`config.mk`:
```
export PLATFORM = sky130hd
export DESIGN_NAME = adc_trig_seq
export DESIGN_NICKNAME = d
export VERILOG_FILES = /design/src/rtl/adc_trig_pkg.sv /design/src/rtl/trig_input_sync.sv /design/src/rtl/seq_ctrl.sv /design/src/rtl/ovr_flag.sv /design/src/rtl/adc_trig_seq.sv
export SDC_FILE = /design/constraint.sdc
export NUM_CORES = 1
export LEC_CHECK = 0
export BUFFER_PORTS_ARGS = -buffer_cell sky130_fd_sc_hd__buf_2
export CORE_MARGIN = 10
export CORE_UTILIZATION = 36
export DETAILED_ROUTE_END_ITERATION = 7
export GPL_TIMING_DRIVEN = 0
export PLACE_DENSITY = 0.71
export SETUP_SLACK_MARGIN = 0.4
export SLEW_MARGIN = 40
export SYNTH_ARGS = -nofsm -noshare
export SYNTH_HDL_FRONTEND = slang
export SYNTH_SLANG_ARGS = --single-unit
```
`constraint.sdc`:
```
create_clock -name clk -period 1.51 [get_ports clk]
set_input_delay 0.302 -clock clk [delete_from_list [all_inputs] [get_ports clk]]
set_output_delay 0.302 -clock clk [all_outputs]
set_load 0.1 [all_outputs]
```
`src/rtl/adc_trig_pkg.sv`:
```
package adc_trig_pkg;

  typedef enum logic [2:0] {
    M_SINGLE = 3'd0,
    M_CONT   = 3'd1,
    M_FALL   = 3'd2,
    M_RISE   = 3'd3,
    M_LOW    = 3'd4,
    M_HIGH   = 3'd5
  } trig_mode_e;

  // Map the four control bits onto one of six behaviours.
  function automatic trig_mode_e decode_mode(input logic te, input logic lvl,
                                             input logic pol, input logic scan);
    trig_mode_e m;
    if (!te)      m = scan ? M_CONT : M_SINGLE;
    else if (lvl) m = pol ? M_HIGH : M_LOW;
    else          m = pol ? M_RISE : M_FALL;
    return m;
  endfunction

  // Active edge of the sampled trigger for the given polarity.
  function automatic logic edge_hit(input logic cur, input logic prev, input logic pol);
    return pol ? (cur & ~prev) : (~cur & prev);
  endfunction

  function automatic logic is_edge_mode(input trig_mode_e m);
    return (m == M_FALL) || (m == M_RISE);
  endfunction

  function automatic logic is_level_mode(input trig_mode_e m);
    return (m == M_LOW) || (m == M_HIGH);
  endfunction

endpackage

```
`src/rtl/trig_input_sync.sv`:
```
module trig_input_sync
  import adc_trig_pkg::*;
#(
  parameter int NCH    = 16,
  parameter int SEL_W  = $clog2(NCH),
  parameter int STAGES = 2
) (
  input  logic             clk,
  input  logic             rst_n,
  input  logic [NCH-1:0]   trig_in,
  input  logic [SEL_W-1:0] src_sel,
  input  logic             pol,
  output logic             trig_edge,
  output logic             trig_lvl_act
);
  logic            raw_sel;
  logic [STAGES:0] chain_q;   // STAGES sync flops plus one history flop

  assign raw_sel = trig_in[src_sel];

  for (genvar g = 0; g <= STAGES; g++) begin : g_stage
    always_ff @(posedge clk) begin
      if (!rst_n)      chain_q[g] <= 1'b0;
      else if (g == 0) chain_q[g] <= raw_sel;
      else             chain_q[g] <= chain_q[g-1];
    end
  end

  assign trig_edge    = edge_hit(chain_q[STAGES-1], chain_q[STAGES], pol);
  assign trig_lvl_act = (chain_q[STAGES-1] == pol);
endmodule

```
`src/rtl/seq_ctrl.sv`:
```
module seq_ctrl
  import adc_trig_pkg::*;
(
  input  logic       clk,
  input  logic       rst_n,
  input  trig_mode_e mode,
  input  logic       sw_start,
  input  logic       trig_edge,
  input  logic       trig_lvl_act,
  input  logic       seq_done,
  output logic       seq_start,
  output logic       busy,
  output logic       ovr_event
);
  logic busy_q;
  logic sw_run_q;
  logic start_req;
  logic start_ok;

  always_comb begin
    unique case (mode)
      M_SINGLE:      start_req = sw_start;
      M_CONT:        start_req = sw_start | sw_run_q;
      M_FALL, M_RISE: start_req = trig_edge;
      M_LOW, M_HIGH: start_req = trig_lvl_act;
      default:       start_req = 1'b0;
    endcase
  end

  // A new sequence may begin when idle or in the done cycle of the last one.
  assign start_ok  = ~busy_q | seq_done;
  assign seq_start = start_req & start_ok;
  assign ovr_event = is_edge_mode(mode) & trig_edge & busy_q & ~seq_done;
  assign busy      = busy_q;

  always_ff @(posedge clk) begin
    if (!rst_n) begin
      busy_q   <= 1'b0;
      sw_run_q <= 1'b0;
    end else begin
      if (seq_start)     busy_q <= 1'b1;
      else if (seq_done) busy_q <= 1'b0;

      if (mode != M_CONT) sw_run_q <= 1'b0;
      else if (sw_start)  sw_run_q <= 1'b1;
    end
  end
endmodule

```
`src/rtl/ovr_flag.sv`:
```
module ovr_flag (
  input  logic clk,
  input  logic rst_n,
  input  logic set_ev,
  input  logic clr,
  output logic flag
);
  always_ff @(posedge clk) begin
    if (!rst_n)      flag <= 1'b0;
    else if (set_ev) flag <= 1'b1;   // a new overrun beats a clear
    else if (clr)    flag <= 1'b0;
  end
endmodule

```
`src/rtl/adc_trig_seq.sv`:
```
module adc_trig_seq
  import adc_trig_pkg::*;
#(
  parameter int NCH   = 16,
  parameter int SEL_W = $clog2(NCH)
) (
  input  logic             clk,
  input  logic             rst_n,
  input  logic             cfg_trig_en,
  input  logic             cfg_level,
  input  logic             cfg_pol,
  input  logic             cfg_scan,
  input  logic             src_ld,
  input  logic [SEL_W-1:0] src_din,
  input  logic             sw_start,
  input  logic [NCH-1:0]   trig_in,
  input  logic             seq_done,
  input  logic             ovr_clr,
  output logic             seq_start,
  output logic             busy,
  output logic             trig_ovr
);
  localparam logic [SEL_W-1:0] SRC_RST = SEL_W'(NCH - 1);

  trig_mode_e       mode;
  logic [SEL_W-1:0] src_q;
  logic             trig_edge;
  logic             trig_lvl_act;
  logic             ovr_event;

  assign mode = decode_mode(cfg_trig_en, cfg_level, cfg_pol, cfg_scan);

  always_ff @(posedge clk) begin
    if (!rst_n)      src_q <= SRC_RST;
    else if (src_ld) src_q <= src_din;
  end

  trig_input_sync #(.NCH(NCH), .SEL_W(SEL_W), .STAGES(2)) sync_i (
    .clk          (clk),
    .rst_n        (rst_n),
    .trig_in      (trig_in),
    .src_sel      (src_q),
    .pol          (cfg_pol),
    .trig_edge    (trig_edge),
    .trig_lvl_act (trig_lvl_act)
  );

  seq_ctrl ctrl_i (
    .clk          (clk),
    .rst_n        (rst_n),
    .mode         (mode),
    .sw_start     (sw_start),
    .trig_edge    (trig_edge),
    .trig_lvl_act (trig_lvl_act),
    .seq_done     (seq_done),
    .seq_start    (seq_start),
    .busy         (busy),
    .ovr_event    (ovr_event)
  );

  ovr_flag ovr_i (
    .clk    (clk),
    .rst_n  (rst_n),
    .set_ev (ovr_event),
    .clr    (ovr_clr),
    .flag   (trig_ovr)
  );
endmodule

```
==> Yosys cells after proc, flatten, opt, wreduce, memory -nomap -nowiden <==
Index checks and enable logic that the tools add are counted.
{ "op_classes": {"n_reduce_logical": 7, "eq_ne": 7, "mux": 13, "n_lt_le_gt_ge": 1, "bitwise_logic": 13} }
{ "ops": {"columns": ["cell", "count"], "rows": [
  ["$mux W1", 9],
  ["$and A1 B1 Y1", 6],
  ["$eq A3 B2 Y1 const B", 2],
  ["$eq A3 B3 Y1 const B", 2],
  ["$mux W3", 2],
  ["$reduce_or A2 Y1", 3],
  ["$lt A4 B5 Y1 const B", 1],
  ["$not A1 Y1", 5],
  ["$bmux W1 S4", 1],
  ["$pmux W1 S4", 1],
  ["$reduce_bool A2 Y1", 2],
  ["$eq A3 B1 Y1 const B", 1],
  ["$logic_not A3 Y1", 1],
  ["$ne A3 B1 Y1 const B", 1],
  ["$or A1 B1 Y1", 2],
  ["$eq A1 B1 Y1", 1],
  ["$logic_or A1 B1 Y1", 1]
]} }
{ "word_totals": {"ff_bits": 10, "wordCells": 48, "in_bits": 30} }

==> Depth between registers and ports, before layout <==
Gate-level depths: netlist of run 1.
{ "logic_depth": {"depth_word": 9, "ltp_mapped": 5} }

==> By module <==
Synthesis of run 1 repeated with hierarchy kept, for this count alone.
{ "hier_totals": {"hier_cells": 61, "hier_area_um2": 581.8} }
{ "modules_own_cells": {"columns": ["mod", "cells_per_inst", "seq_area_each_um2", "n_inst", "area_each_um2"], "rows": [
  ["trig_input_sync", 27, 60.1, 1, 254.0],
  ["adc_trig_seq", 16, 80.1, 1, 163.9],
  ["seq_ctrl", 15, 40.0, 1, 122.6],
  ["ovr_flag", 3, 20.0, 1, 41.3]
]} }

==> Least setup slack after synthesis of run 1 <==
Ideal clock, no wire load.
{ "synth_path": {"kind": "input -> output", "start": "input cfg_pol", "end": "output seq_start", "path_slack_ps": -976, "arrival_ps": 2184, "cell_stages": 4, "cell_sequence": "or3b_1 -> a21oi_1 -> a311oi_1 -> nor2_1"} }
{ "synth_via": {"elab_chain_len": 7, "word_cells_on_any_way": 16} }
{ "synth_lines": {"columns": ["item", "line_no", "source"], "rows": [
  ["from (decl)", "adc_trig_seq.sv:11", "input logic cfg_pol,"],
  ["$mux W1", "adc_trig_pkg.sv:17, adc_trig_pkg.sv:18", null],
  ["$mux W3", "adc_trig_pkg.sv:17", "else if (lvl) m = pol ? M_HIGH : M_LOW;"],
  ["$mux W3", "adc_trig_pkg.sv:16", "if (!te) m = scan ? M_CONT : M_SINGLE;"],
  ["$eq A3 B3 Y1 or $eq A3 B2 Y1 (tied branches)", "seq_ctrl.sv:21", "unique case (mode)"],
  ["$reduce_or A2 Y1", "seq_ctrl.sv:21", null],
  ["$pmux W1 S4 *", "seq_ctrl.sv:21", null],
  ["$and A1 B1 Y1 *", "seq_ctrl.sv:32", "assign seq_start = start_req & start_ok;"],
  ["to (decl)", "adc_trig_seq.sv:19", "output logic seq_start,"]
]} }
Mark *: on every way between the ends. The rest lies on a longest branch, timed or not.

==> Worst setup path in the final report of run 1 <==
{ "layout_path": {"start": "register sync_i.chain_q[2]", "end": "output seq_start"} }
{ "layout_via": {"elab_chain_len": 5, "word_cells_on_any_way": 6} }
{ "layout_lines": {"columns": ["item", "line_no", "source"], "rows": [
  ["from (decl)", "trig_input_sync.sv:17", "logic [STAGES:0] chain_q;"],
  ["from (signal, indexed assignment)", "trig_input_sync.sv:24", "else if (g == 0) chain_q[g] <= raw_sel;"],
  ["from (signal, indexed assignment)", "trig_input_sync.sv:25", "else chain_q[g] <= chain_q[g-1];"],
  ["$not A1 Y1", "adc_trig_pkg.sv:24", "return pol ? (cur & ~prev) : (~cur & prev);"],
  ["$and A1 B1 Y1", "adc_trig_pkg.sv:24", null],
  ["$mux W1 *", "adc_trig_pkg.sv:24", null],
  ["$pmux W1 S4 *", "seq_ctrl.sv:21", null],
  ["$and A1 B1 Y1 *", "seq_ctrl.sv:32", null]
]} }
Marked as above.

==> load_flow_metrics.sql, run 1 <==
INSERT INTO impl_metrics (metric_group, metric, value, unit) VALUES
('outcome', 'outcome', 'complete, but fails checks', ''),
('outcome', 'violations', 'setup timing', ''),
('die', 'row_count', '14', ''),
('synthesis', 'synth.top_cells.by_count', 'dfxtp_1 (10), mux2i_1 (4), nand2_1 (4), nor2_1 (4)', ''),
('critical_path', 'critPathLaunchType', 'flip-flop', ''),
('detailed_routing', 'final_antenna_net_count', '0', ''),
('sta', 'report.final.slew_viol_count', '0', ''),
('detailed_routing', 'detailroute.via_count', '554', ''),
('grt', 'number_of_antenna_violations_at_the_first_check_in_global_routing', '0', ''),
('clock_tree', 'numCtsBuffers', '3', ''),
('die', 'die_height', '59.0', 'um'),
('grt', 'first_global_vias', '592', ''),
('critical_path', 'rrSetupSlack', '0.04', 'ns'),
('placement', 'finalWeightedCongestion', '0.789', ''),
('placement', 'count_of_port_buffers_added_during_placement', '31', ''),
('critical_path', 'rr_startpoint', 'src_q[0]', ''),
('clock_tree', 'numClockSinks', '10', ''),
('synthesis', 'post_synth_inst_count', '55', ''),
('worst_hold_path', 'hp-start', 'src_din[0]', ''),
('sta', 'fin_tns_setup', '-0.334', 'ns'),
('grt', 'globalRouteTotalUtil', '0.0941', ''),
('sta', 'grt_setup_unrepaired', 'true', ''),
('worst_hold_path', 'worstHoldPathType', 'primary input to flip-flop', ''),
('clock_tree', 'tritoncts_clock_tree', 'built', ''),
('sta', 'post_route_worst_setup_slack', '-0.334', 'ns'),
('critical_path', 'critPathRequiredTime', '1.21', 'ns'),
('die', 'floorplan.die.width', '59.0', 'um'),
('sta', 'clock_skews', '0.000811', 'ns'),
('synthesis', 'synthesis.area', '547', 'sq um'),
('clock_tree', 'clock_tree.root_cell', 'clkbuf_4', ''),
('sta', 'timing.slew.headroom', '0.740', ''),
('critical_path', 'critical_path.top_delay_family', 'simple AND/OR/NAND/NOR gates', ''),
('sta', 'report.final.setup_viol', '1', ''),
('synthesis', 'synth-seq-cells', '10', ''),
('synthesis', 'syn-mean-instance-area', '9.94', 'sq um'),
('grt', 'wire_length_of_the_first_global_routing_pass', '2500', 'um'),
('sta', 'max_slew.worst_pin.slew', '0.389', 'ns'),
('detailed_routing', 'routed_via_density', '5.04', ''),
('critical_path', 'cp_data_arrival_time', '1.54', 'ns'),
('synthesis', 'ys_types', '27', ''),
('critical_path', 'critical_path.cell_chain', 'or3b_4 -> a21oi_4 -> a311oi_4 -> nor2_4 -> buf_12', ''),
('critical_path', 'crit_buf_inv', '1', ''),
('worst_hold_path', 'whs_endpoint', 'src_q[0]', ''),
('critical_path', 'critical_path_class', 'flip-flop to primary output', ''),
('grt', 'global_route.overflow_total', '0', ''),
('finish', 'areaGrowthSynthToFinish', '65.2', '%'),
('critical_path', 'critical_path_peak_fanout', '2', ''),
('synthesis', 'synthDominantAreaCellType', 'dfxtp_1', ''),
('detailed_routing', 'wl_per_cell', '14.4', 'um'),
('detailed_routing', 'initialDrtViolationCount', '2', ''),
('clock_tree', 'cts_hold_repair.buffers', '0', ''),
('power', 'power_per_cell_area', '831', 'nW/um^2'),
('clock_tree', 'cts-htree-levels', '1', ''),
('synthesis', 'yosysWarnings', '0', ''),
('worst_hold_path', 'whs_path_depth', '3', ''),
('detailed_routing', 'wirelength', '1590', 'um'),
('critical_path', 'r2r.worst_path.cells', '5', ''),
('synthesis', 'synth_top_flop_cell', 'dfxtp_1', ''),
('synthesis', 'synth_async_sr_flop_share', '0', ''),
('die', 'initial_utilization', '0.372', ''),
('sta', 'fin_crit_sh', '1.22', ''),
('die', 'die_area', '3480', 'sq um'),
('critical_path', 'worst_path_largest_cell_delay', '0.39', 'ns'),
('power', 'leakage_power_figure', '0.409', 'nW'),
('sta', 'hold_viol', '0', ''),
('finish', 'post_route_cells_drive_above_1_share', '0.617', ''),
('grt', 'pin_count_of_the_biggest_net_entering_global_routing', '11', ''),
('synthesis', 'register_area_share_after_synthesis', '0.366', ''),
('critical_path', 'critical-path-slowest-cell', 'or3b_4', ''),
('sta', 'layout_min_cycle_time', '1.84', 'ns'),
('job', 'cap_viol_max_count', '0', '');
[repair_timing]
action	CTS	global route
cloned	0	0
buffers inserted	2	2
resized for setup	20	3
endpoints found under the setup margin	6	6
pin swaps	2	3
[state kept, by name (all words and copies together), names as in the netlist]
register         cells
ctrl_i.busy          1
ctrl_i.sw_run_q      1
sync_i.chain_q       3
src_q                4
ovr_i.flag           1
[through the flow]
stage          area (sq um)  power, mW   util  std cells
6_report                903      0.750  0.614        110
5_1_grt                 903      0.793  0.614        110
2_1_floorplan           569      0.413      -         55
3_3_place_gp            744      0.464  0.506        102
3_5_place_dp            744      0.468  0.506        102
4_1_cts                 868      0.741  0.590        108
[routing by layer]
layer	GRT usage	wire length, um	vias up
met3	0.0558	138	3
met1	0.0821	585	249
li1	-	-	280
met5	0	0	-
met2	0.165	838	22
met4	0.0492	25	0
[worst max-delay path by stage]
stage | startpoint | cells past startpoint | slack [ns] | end
3_3_place_gp | cfg_pol | 6 | -0.36 | seq_start
5_1_grt | sync_i.chain_q[2] | 5 | -0.39 | seq_start
3_5_place_dp | cfg_pol | 6 | -0.40 | seq_start
2_1_floorplan | cfg_pol | 4 | -0.19 | seq_start
4_1_cts | sync_i.chain_q[2] | 5 | -0.32 | seq_start
6_report | sync_i.chain_q[2] | 5 | -0.33 | seq_start
[tightest hold or removal path: stages]
cell     delay, ns
buf_2         0.07
mux2i_1       0.06
nand2_1       0.06
[power by group]
group | internal, mW | switching, mW | leakage [nW]
clock | 0.147 | 0.0961 | 0.0210
combinational | 0.110 | 0.102 | 0.304
sequential | 0.281 | 0.0139 | 0.0841
[cell families after synthesis]
| logic type | count (synthesis) | synth area share |
|---|---|---|
| and+or+nand+nor | 21 | 0.224 |
| xor gates and xnor gates | 1 | 0.0160 |
| DFF | 10 | 0.366 |
| AOI/OAI and AO/OA | 11 | 0.156 |
| buffers and inverters | 4 | 0.0412 |
| muxes | 8 | 0.197 |
[cells in the final DEF (no fill, tap or decap), types with 2 or more instances in the layout]
cell type / count
mux2i_1: 4
nand2b_1: 2
dfxtp_2: 4
a21oi_1: 2
nand2_1: 4
dfxtp_1: 5
buf_2: 28
mux4_2: 2
clkbuf_1: 2
and2_1: 2
buf_6: 2
nor2b_1: 3
mux2_2: 2
nor2_1: 3
buf_12: 3
buf_4: 3
clkbuf_4: 3
o211ai_1: 2
[layout make-up]
class	instances	area [sq um]
Buffer	3	18.8
Fill cell	138	568
Multi-Input combinational cell	41	382
Tap cell	16	20.0
Clock buffer	4	36.3
Sequential cell	10	209
Timing Repair Buffer	35	234
Inverter	1	3.75
Power figures use the tool's default switching activity.
==> run 2, diff against run 1 <==
- SKIP_CTS_REPAIR_TIMING: not set -> 1
==> load_flow_metrics.sql, run 2 (same netlist as run 1, synthesis figures left out) <==
INSERT INTO impl_metrics (metric_group, metric, value, unit) VALUES
('outcome', 'outcome', 'complete, but fails checks', ''),
('outcome', 'violations', 'setup timing', ''),
('sta', 'worst_hold_slack', '0.239', 'ns'),
('sta', 'clock.fmax', '531', 'MHz'),
('sta', 'post_route_worst_setup_slack', '-0.374', 'ns'),
('critical_path', 'crit_buf_inv', '1', ''),
('detailed_routing', 'detailroute.via_count', '559', ''),
('worst_hold_path', 'whs_endpoint', 'ctrl_i.sw_run_q', ''),
('detailed_routing', 'drc', '0', ''),
('finish', 'instances_no_fill', '110', ''),
('sta', 'layout_min_cycle_time', '1.88', 'ns'),
('critical_path', 'critical_path.top_delay_family', 'simple AND/OR/NAND/NOR gates', ''),
('finish', 'areaGrowthSynthToFinish', '60.0', '%'),
('sta', 'hold_viol', '0', ''),
('grt', 'global_route.overflow_total', '0', ''),
('finish', 'post_route_cells_drive_above_1_share', '0.596', ''),
('power', 'sequentialPowerShare', '0.399', ''),
('critical_path', 'critical_path_class', 'flip-flop to primary output', ''),
('finish', 'regMostFlops', 'src_q', ''),
('die', 'die_area', '3480', 'sq um'),
('critical_path', 'crit_path_end_kind', 'primary output', ''),
('sta', 'report.final.slew_viol_count', '0', ''),
('critical_path', 'rrSetupSlack', '0.04', 'ns'),
('job', 'cap_viol_max_count', '0', ''),
('clock_tree', 'insertion_delay', '0.27', 'ns'),
('grt', 'globalRouteTotalUtil', '0.0842', ''),
('clock_tree', 'numCtsBuffers', '3', ''),
('finish', 'antenna_cells_inserted', '0', ''),
('finish', 'final_core_utilization', '0.594', ''),
('detailed_routing', 'routed_via_density', '5.08', ''),
('finish', 'layout.cells.most_common', 'buf_2', ''),
('grt', 'number_of_antenna_violations_at_the_first_check_in_global_routing', '0', ''),
('placement', 'count_of_port_buffers_added_during_placement', '31', ''),
('finish', 'multiInputGateArea', '357', 'sq um'),
('placement', 'finalWeightedCongestion', '0.789', ''),
('sta', 'timing.slew.headroom', '0.743', ''),
('critical_path', 'critPathLaunchType', 'flip-flop', ''),
('detailed_routing', 'drt_pass1_iterations', '4', ''),
('detailed_routing', 'final_antenna_net_count', '0', ''),
('critical_path', 'critical_path.cell_chain', 'or3b_4 -> a21oi_4 -> a311oi_2 -> nor2_4 -> buf_12', ''),
('finish', 'largest_register_ffs', '4', ''),
('finish', 'seqCellArea', '209', 'sq um'),
('placement', 'post-place-ws', '-0.397', 'ns'),
('power', 'cell_internal_pwr', '0.533', 'mW'),
('detailed_routing', 'wirelength', '1580', 'um'),
('power', 'power_per_cell_area', '846', 'nW/um^2'),
('finish', 'count_of_nets_after_finishing', '125', ''),
('clock_tree', 'clock_tree.root_cell', 'clkbuf_4', ''),
('worst_hold_path', 'worstHoldPathType', 'primary input to flip-flop', ''),
('critical_path', 'r2r.worst_path.cells', '5', ''),
('sta', 'grt_setup_unrepaired', 'true', ''),
('detailed_routing', 'wl_per_cell', '14.3', 'um'),
('placement', 'dp.cells', '102', ''),
('critical_path', 'critical-path-slowest-cell', 'or3b_4', ''),
('critical_path', 'cp_data_arrival_time', '1.58', 'ns'),
('power', 'netSwitchingFraction', '0.279', ''),
('die', 'floorplan.core_area', '1470', 'sq um'),
('detailed_routing', 'initialDrtViolationCount', '4', ''),
('worst_hold_path', 'hp-start', 'cfg_trig_en', ''),
('clock_tree', 'numClockSinks', '10', ''),
('grt', 'pin_count_of_the_biggest_net_entering_global_routing', '11', ''),
('clock_tree', 'clock_path_buffers', '2', ''),
('die', 'pin_count', '33', ''),
('finish', 'most-common-layout-cells', 'buf_2 (28), dfxtp_1 (5)', ''),
('clock_tree', 'cts-htree-levels', '1', ''),
('sta', 'clock_skews', '0.000344', 'ns'),
('placement', 'hpwl', '1190', 'um'),
('clock_tree', 'clkTransAtPathRegs', '0.06', 'ns'),
('die', 'row_count', '14', ''),
('power', 'clock_power_share', '0.326', ''),
('power', 'comb_power_share', '0.275', ''),
('finish', 'largest_registers', 'src_q x4, sync_i.chain_q x3', ''),
('critical_path', 'critPathRequiredTime', '1.21', 'ns'),
('clock_tree', 'tritoncts_clock_tree', 'built', ''),
('die', 'floorplan.die.width', '59.0', 'um'),
('sta', 'max_slew.worst_pin.slew', '0.385', 'ns'),
('power', 'vdd_drop_max', '446', 'uV'),
('critical_path', 'critical_path_peak_fanout', '3', ''),
('die', 'die_height', '59.0', 'um'),
('sta', 'report.final.setup_viol', '1', ''),
('critical_path', 'worst_path_largest_cell_delay', '0.39', 'ns'),
('critical_path', 'rr_startpoint', 'src_q[0]', ''),
('power', 'leakage_power_figure', '0.399', 'nW'),
('grt', 'wire_length_of_the_first_global_routing_pass', '2290', 'um'),
('power', 'switching_power', '0.206', 'mW'),
('sta', 'fin_crit_sh', '1.25', ''),
('critical_path', 'worst_r2r_endpoint', 'sync_i.chain_q[0]', ''),
('die', 'initial_utilization', '0.372', ''),
('worst_hold_path', 'whs_path_depth', '2', ''),
('finish', 'layout.filler_cells', '143', ''),
('grt', 'first_global_vias', '597', '');
## run 2: stage by stage
stage          total power, mW  cell area, sq um  TNS (ns)
2_1_floorplan            0.413               569    -0.186
3_3_place_gp             0.464               744    -0.358
3_5_place_dp             0.468               744    -0.397
4_1_cts                  0.708               781    -0.571
5_1_grt                  0.784               875    -0.461
6_report                 0.740               875    -0.374
## run 2: metal layers
metal  vias to the layer above  global-route usage  wire length, um  part of all wire
met5                         -                   0                0                 0
met4                         0              0.0295               23             0.015
met3                         3              0.0558              143             0.091
met2                        26               0.152              835              0.53
met1                       252              0.0723              575              0.36
li1                        278                   -                -                 -
## run 2: layout make-up
cell class | count | share of cell area
multi-input combinational | 41 | 0.408
timing repair buffer | 35 | 0.263
sequential | 10 | 0.239
clock buffer | 4 | 0.0415
tap | 16 | 0.0229
buffer | 3 | 0.0215
inverter | 1 | 0.00429
## run 2: worst max-delay path by stage
stage                                  from   endpoint  cells past startpoint  slack, ns
after floorplan                     cfg_pol  seq_start                      4      -0.19
after global routing      sync_i.chain_q[2]  seq_start                      5      -0.44
final                     sync_i.chain_q[1]  seq_start                      5      -0.37
after CTS                 sync_i.chain_q[1]  seq_start                      5      -0.57
after global placement              cfg_pol  seq_start                      6      -0.36
after detailed placement            cfg_pol  seq_start                      6      -0.40
## run 2: worst reg2reg max path, stage by stage (launching register included)
cell	delay (ns)
dfxtp_2	0.32
buf_6	0.13
mux4_2	0.50
nor2_1	0.10
a31oi_1	0.05
a41o_1	0.25
## run 2: power groups by stage
stage	clock network, mW	registers [mW]	logic, mW
after floorplan	0	0.313	0.100
after global placement	0	0.298	0.166
after detailed placement	0	0.298	0.169
after CTS	0.245	0.293	0.170
after global routing	0.268	0.297	0.219
final	0.241	0.295	0.203
==> run 3, diff against run 2 <==
- CORE_UTILIZATION: 36 -> 40
- PLACE_DENSITY: 0.71 -> 0.75
- SETUP_SLACK_MARGIN: 0.4 -> not set
- clock period: 1.51 -> 1.8 ns (I/O delays scaled with it)
==> load_flow_metrics.sql, run 3 (same netlist as run 1, synthesis figures left out) <==
INSERT INTO impl_metrics (metric_group, metric, value, unit) VALUES
('power', 'power_per_cell_area', '692', 'nW/um^2'),
('finish', 'regMostFlops', 'src_q', ''),
('grt', 'number_of_antenna_violations_at_the_first_check_in_global_routing', '0', ''),
('power', 'leakage_power_figure', '0.369', 'nW'),
('finish', 'largest_registers', 'src_q x4, sync_i.chain_q x3', ''),
('critical_path', 'critical_path_peak_fanout', '4', ''),
('outcome', 'violations', 'setup timing', ''),
('clock_tree', 'clock_tree.root_cell', 'clkbuf_4', ''),
('grt', 'globalRouteTotalUtil', '0.0970', ''),
('die', 'initial_utilization', '0.420', ''),
('sta', 'post_route_worst_setup_slack', '-0.121', 'ns'),
('grt', 'pin_count_of_the_biggest_net_entering_global_routing', '11', ''),
('power', 'total_power_consumption_of_the_routed_design', '0.551', 'mW'),
('detailed_routing', 'detailroute.via_count', '521', ''),
('critical_path', 'worst_r2r_endpoint', 'sync_i.chain_q[0]', ''),
('critical_path', 'r2r.worst_path.cells', '5', ''),
('detailed_routing', 'final_antenna_net_count', '0', ''),
('critical_path', 'rr_startpoint', 'src_q[0]', ''),
('die', 'die_height', '57.0', 'um'),
('critical_path', 'cp_data_arrival_time', '1.56', 'ns'),
('finish', 'most-common-layout-cells', 'buf_2 (30), dfxtp_1 (8), mux2i_1 (4), nand2_1 (4)', ''),
('sta', 'fin_crit_sh', '1.07', ''),
('grt', 'first_global_vias', '587', ''),
('worst_hold_path', 'worstHoldPathType', 'primary input to flip-flop', ''),
('finish', 'post_route_cells_drive_above_1_share', '0.533', ''),
('sta', 'max_slew.worst_pin.slew', '0.490', 'ns'),
('die', 'floorplan.die.width', '57.0', 'um'),
('clock_tree', 'clkTransAtPathRegs', '0.06', 'ns'),
('die', 'row_count', '13', ''),
('detailed_routing', 'initialDrtViolationCount', '10', ''),
('die', 'die_area', '3250', 'sq um'),
('finish', 'layout.cells.most_common', 'buf_2', ''),
('worst_hold_path', 'whs_path_depth', '2', ''),
('sta', 'clock.fmax', '521', 'MHz'),
('sta', 'hold_viol', '0', ''),
('detailed_routing', 'drc', '0', ''),
('outcome', 'outcome', 'complete, but fails checks', ''),
('grt', 'global_route.overflow_total', '0', ''),
('placement', 'hpwl', '1290', 'um'),
('clock_tree', 'tritoncts_clock_tree', 'built', ''),
('critical_path', 'crit_path_end_kind', 'primary output', ''),
('placement', 'finalWeightedCongestion', '0.669', ''),
('detailed_routing', 'wl_per_cell', '14.6', 'um'),
('critical_path', 'critPathLaunchType', 'flip-flop', ''),
('job', 'cap_viol_max_count', '0', ''),
('critical_path', 'critical_path_class', 'flip-flop to primary output', ''),
('sta', 'layout_min_cycle_time', '1.92', 'ns'),
('clock_tree', 'insertion_delay', '0.26', 'ns'),
('finish', 'largest_register_ffs', '4', ''),
('critical_path', 'worst_setup_path_endpoint', 'seq_start', ''),
('power', 'vdd_drop_max', '611', 'uV'),
('detailed_routing', 'wirelength', '1540', 'um'),
('placement', 'dpl-instance-area', '739', 'sq um'),
('detailed_routing', 'drt_pass1_iterations', '4', ''),
('sta', 'grt_setup_unrepaired', 'true', ''),
('grt', 'wire_length_of_the_first_global_routing_pass', '2530', 'um'),
('clock_tree', 'clock_path_buffers', '2', ''),
('sta', 'report.final.setup_viol', '1', ''),
('sta', 'clock_skews', '0.000196', 'ns'),
('critical_path', 'rrSetupSlack', '0.32', 'ns'),
('finish', 'antenna_cells_inserted', '0', ''),
('finish', 'postLayoutCellArea', '796', 'sq um'),
('sta', 'report.final.slew_viol_count', '0', ''),
('sta', 'timing.slew.headroom', '0.676', ''),
('die', 'pin_count', '33', ''),
('clock_tree', 'numCtsBuffers', '3', ''),
('finish', 'areaGrowthSynthToFinish', '45.5', '%'),
('critical_path', 'critPathRequiredTime', '1.44', 'ns'),
('clock_tree', 'cts-htree-levels', '1', ''),
('placement', 'count_of_port_buffers_added_during_placement', '31', ''),
('critical_path', 'critical_path.startpoint', 'sync_i.chain_q[1]', ''),
('die', 'floorplan.core_area', '1300', 'sq um'),
('clock_tree', 'numClockSinks', '10', ''),
('finish', 'count_of_nets_after_finishing', '122', ''),
('placement', 'post-place-ws', '-0.175', 'ns'),
('detailed_routing', 'routed_via_density', '4.96', '');
run 3: cell types whose count changed in the layout (fill, tap and decap cells not counted), moves of 2 or more:
cell     before  now
dfxtp_1       5    8
buf_4         4    1
dfxtp_2       4    2
buf_2        28   30
buf_12        3    1
run 3: layout make-up:
cell class	count	area, sq um
Sequential cell	10	203
Clock buffer	3	22.5
Multi-Input combinational cell	41	352
Fill cell	138	505
Buffer	3	18.8
Tap cell	15	18.8
Inverter	1	3.75
Timing Repair Buffer	32	178
run 3: metrics by stage:
stage	utilization	setup TNS, ns	instances	hold WS [ns]
2_1_floorplan	-	0	55	0.412
3_3_place_gp	0.568	-0.170	101	0.423
3_5_place_dp	0.568	-0.175	101	0.430
4_1_cts	0.586	-0.340	104	0.299
5_1_grt	0.612	-0.162	105	0.315
6_report	0.612	-0.121	105	0.308
run 3: worst max-delay path, stage by stage, from the launching register on:
cell and delay, ns:
dfxtp_2 0.34, or3b_4 0.39, a21oi_4 0.17, a311oi_2 0.07
nor2_4 0.15, buf_12 0.18
run 3: how the worst min path moves through the flow:
stage,from,end
floorplan,sync_i.chain_q[0],sync_i.chain_q[1]
global placement,sync_i.chain_q[0],sync_i.chain_q[1]
detailed placement,sync_i.chain_q[0],sync_i.chain_q[1]
CTS,cfg_trig_en,ctrl_i.sw_run_q
global route,cfg_trig_en,ctrl_i.sw_run_q
finish,cfg_trig_en,ctrl_i.sw_run_q
run 3: where the power goes:
part	leakage, nW	switching, mW	internal (mW)
sequential	0.0831	0.0102	0.236
combinational	0.272	0.0795	0.0763
clock	0.0138	0.0713	0.0770
total	0.369	0.161	0.389
run 3: layer usage:
| metal | vias to the layer above | GRT usage | part of all wire |
|---|---|---|---|
| li1 | 273 | - | - |
| met1 | 233 | 0.0889 | 0.37 |
| met4 | 0 | 0.0302 | 0 |
| met5 | - | 0 | 0 |
| met3 | 0 | 0.0487 | 0.063 |
| met2 | 15 | 0.181 | 0.57 |
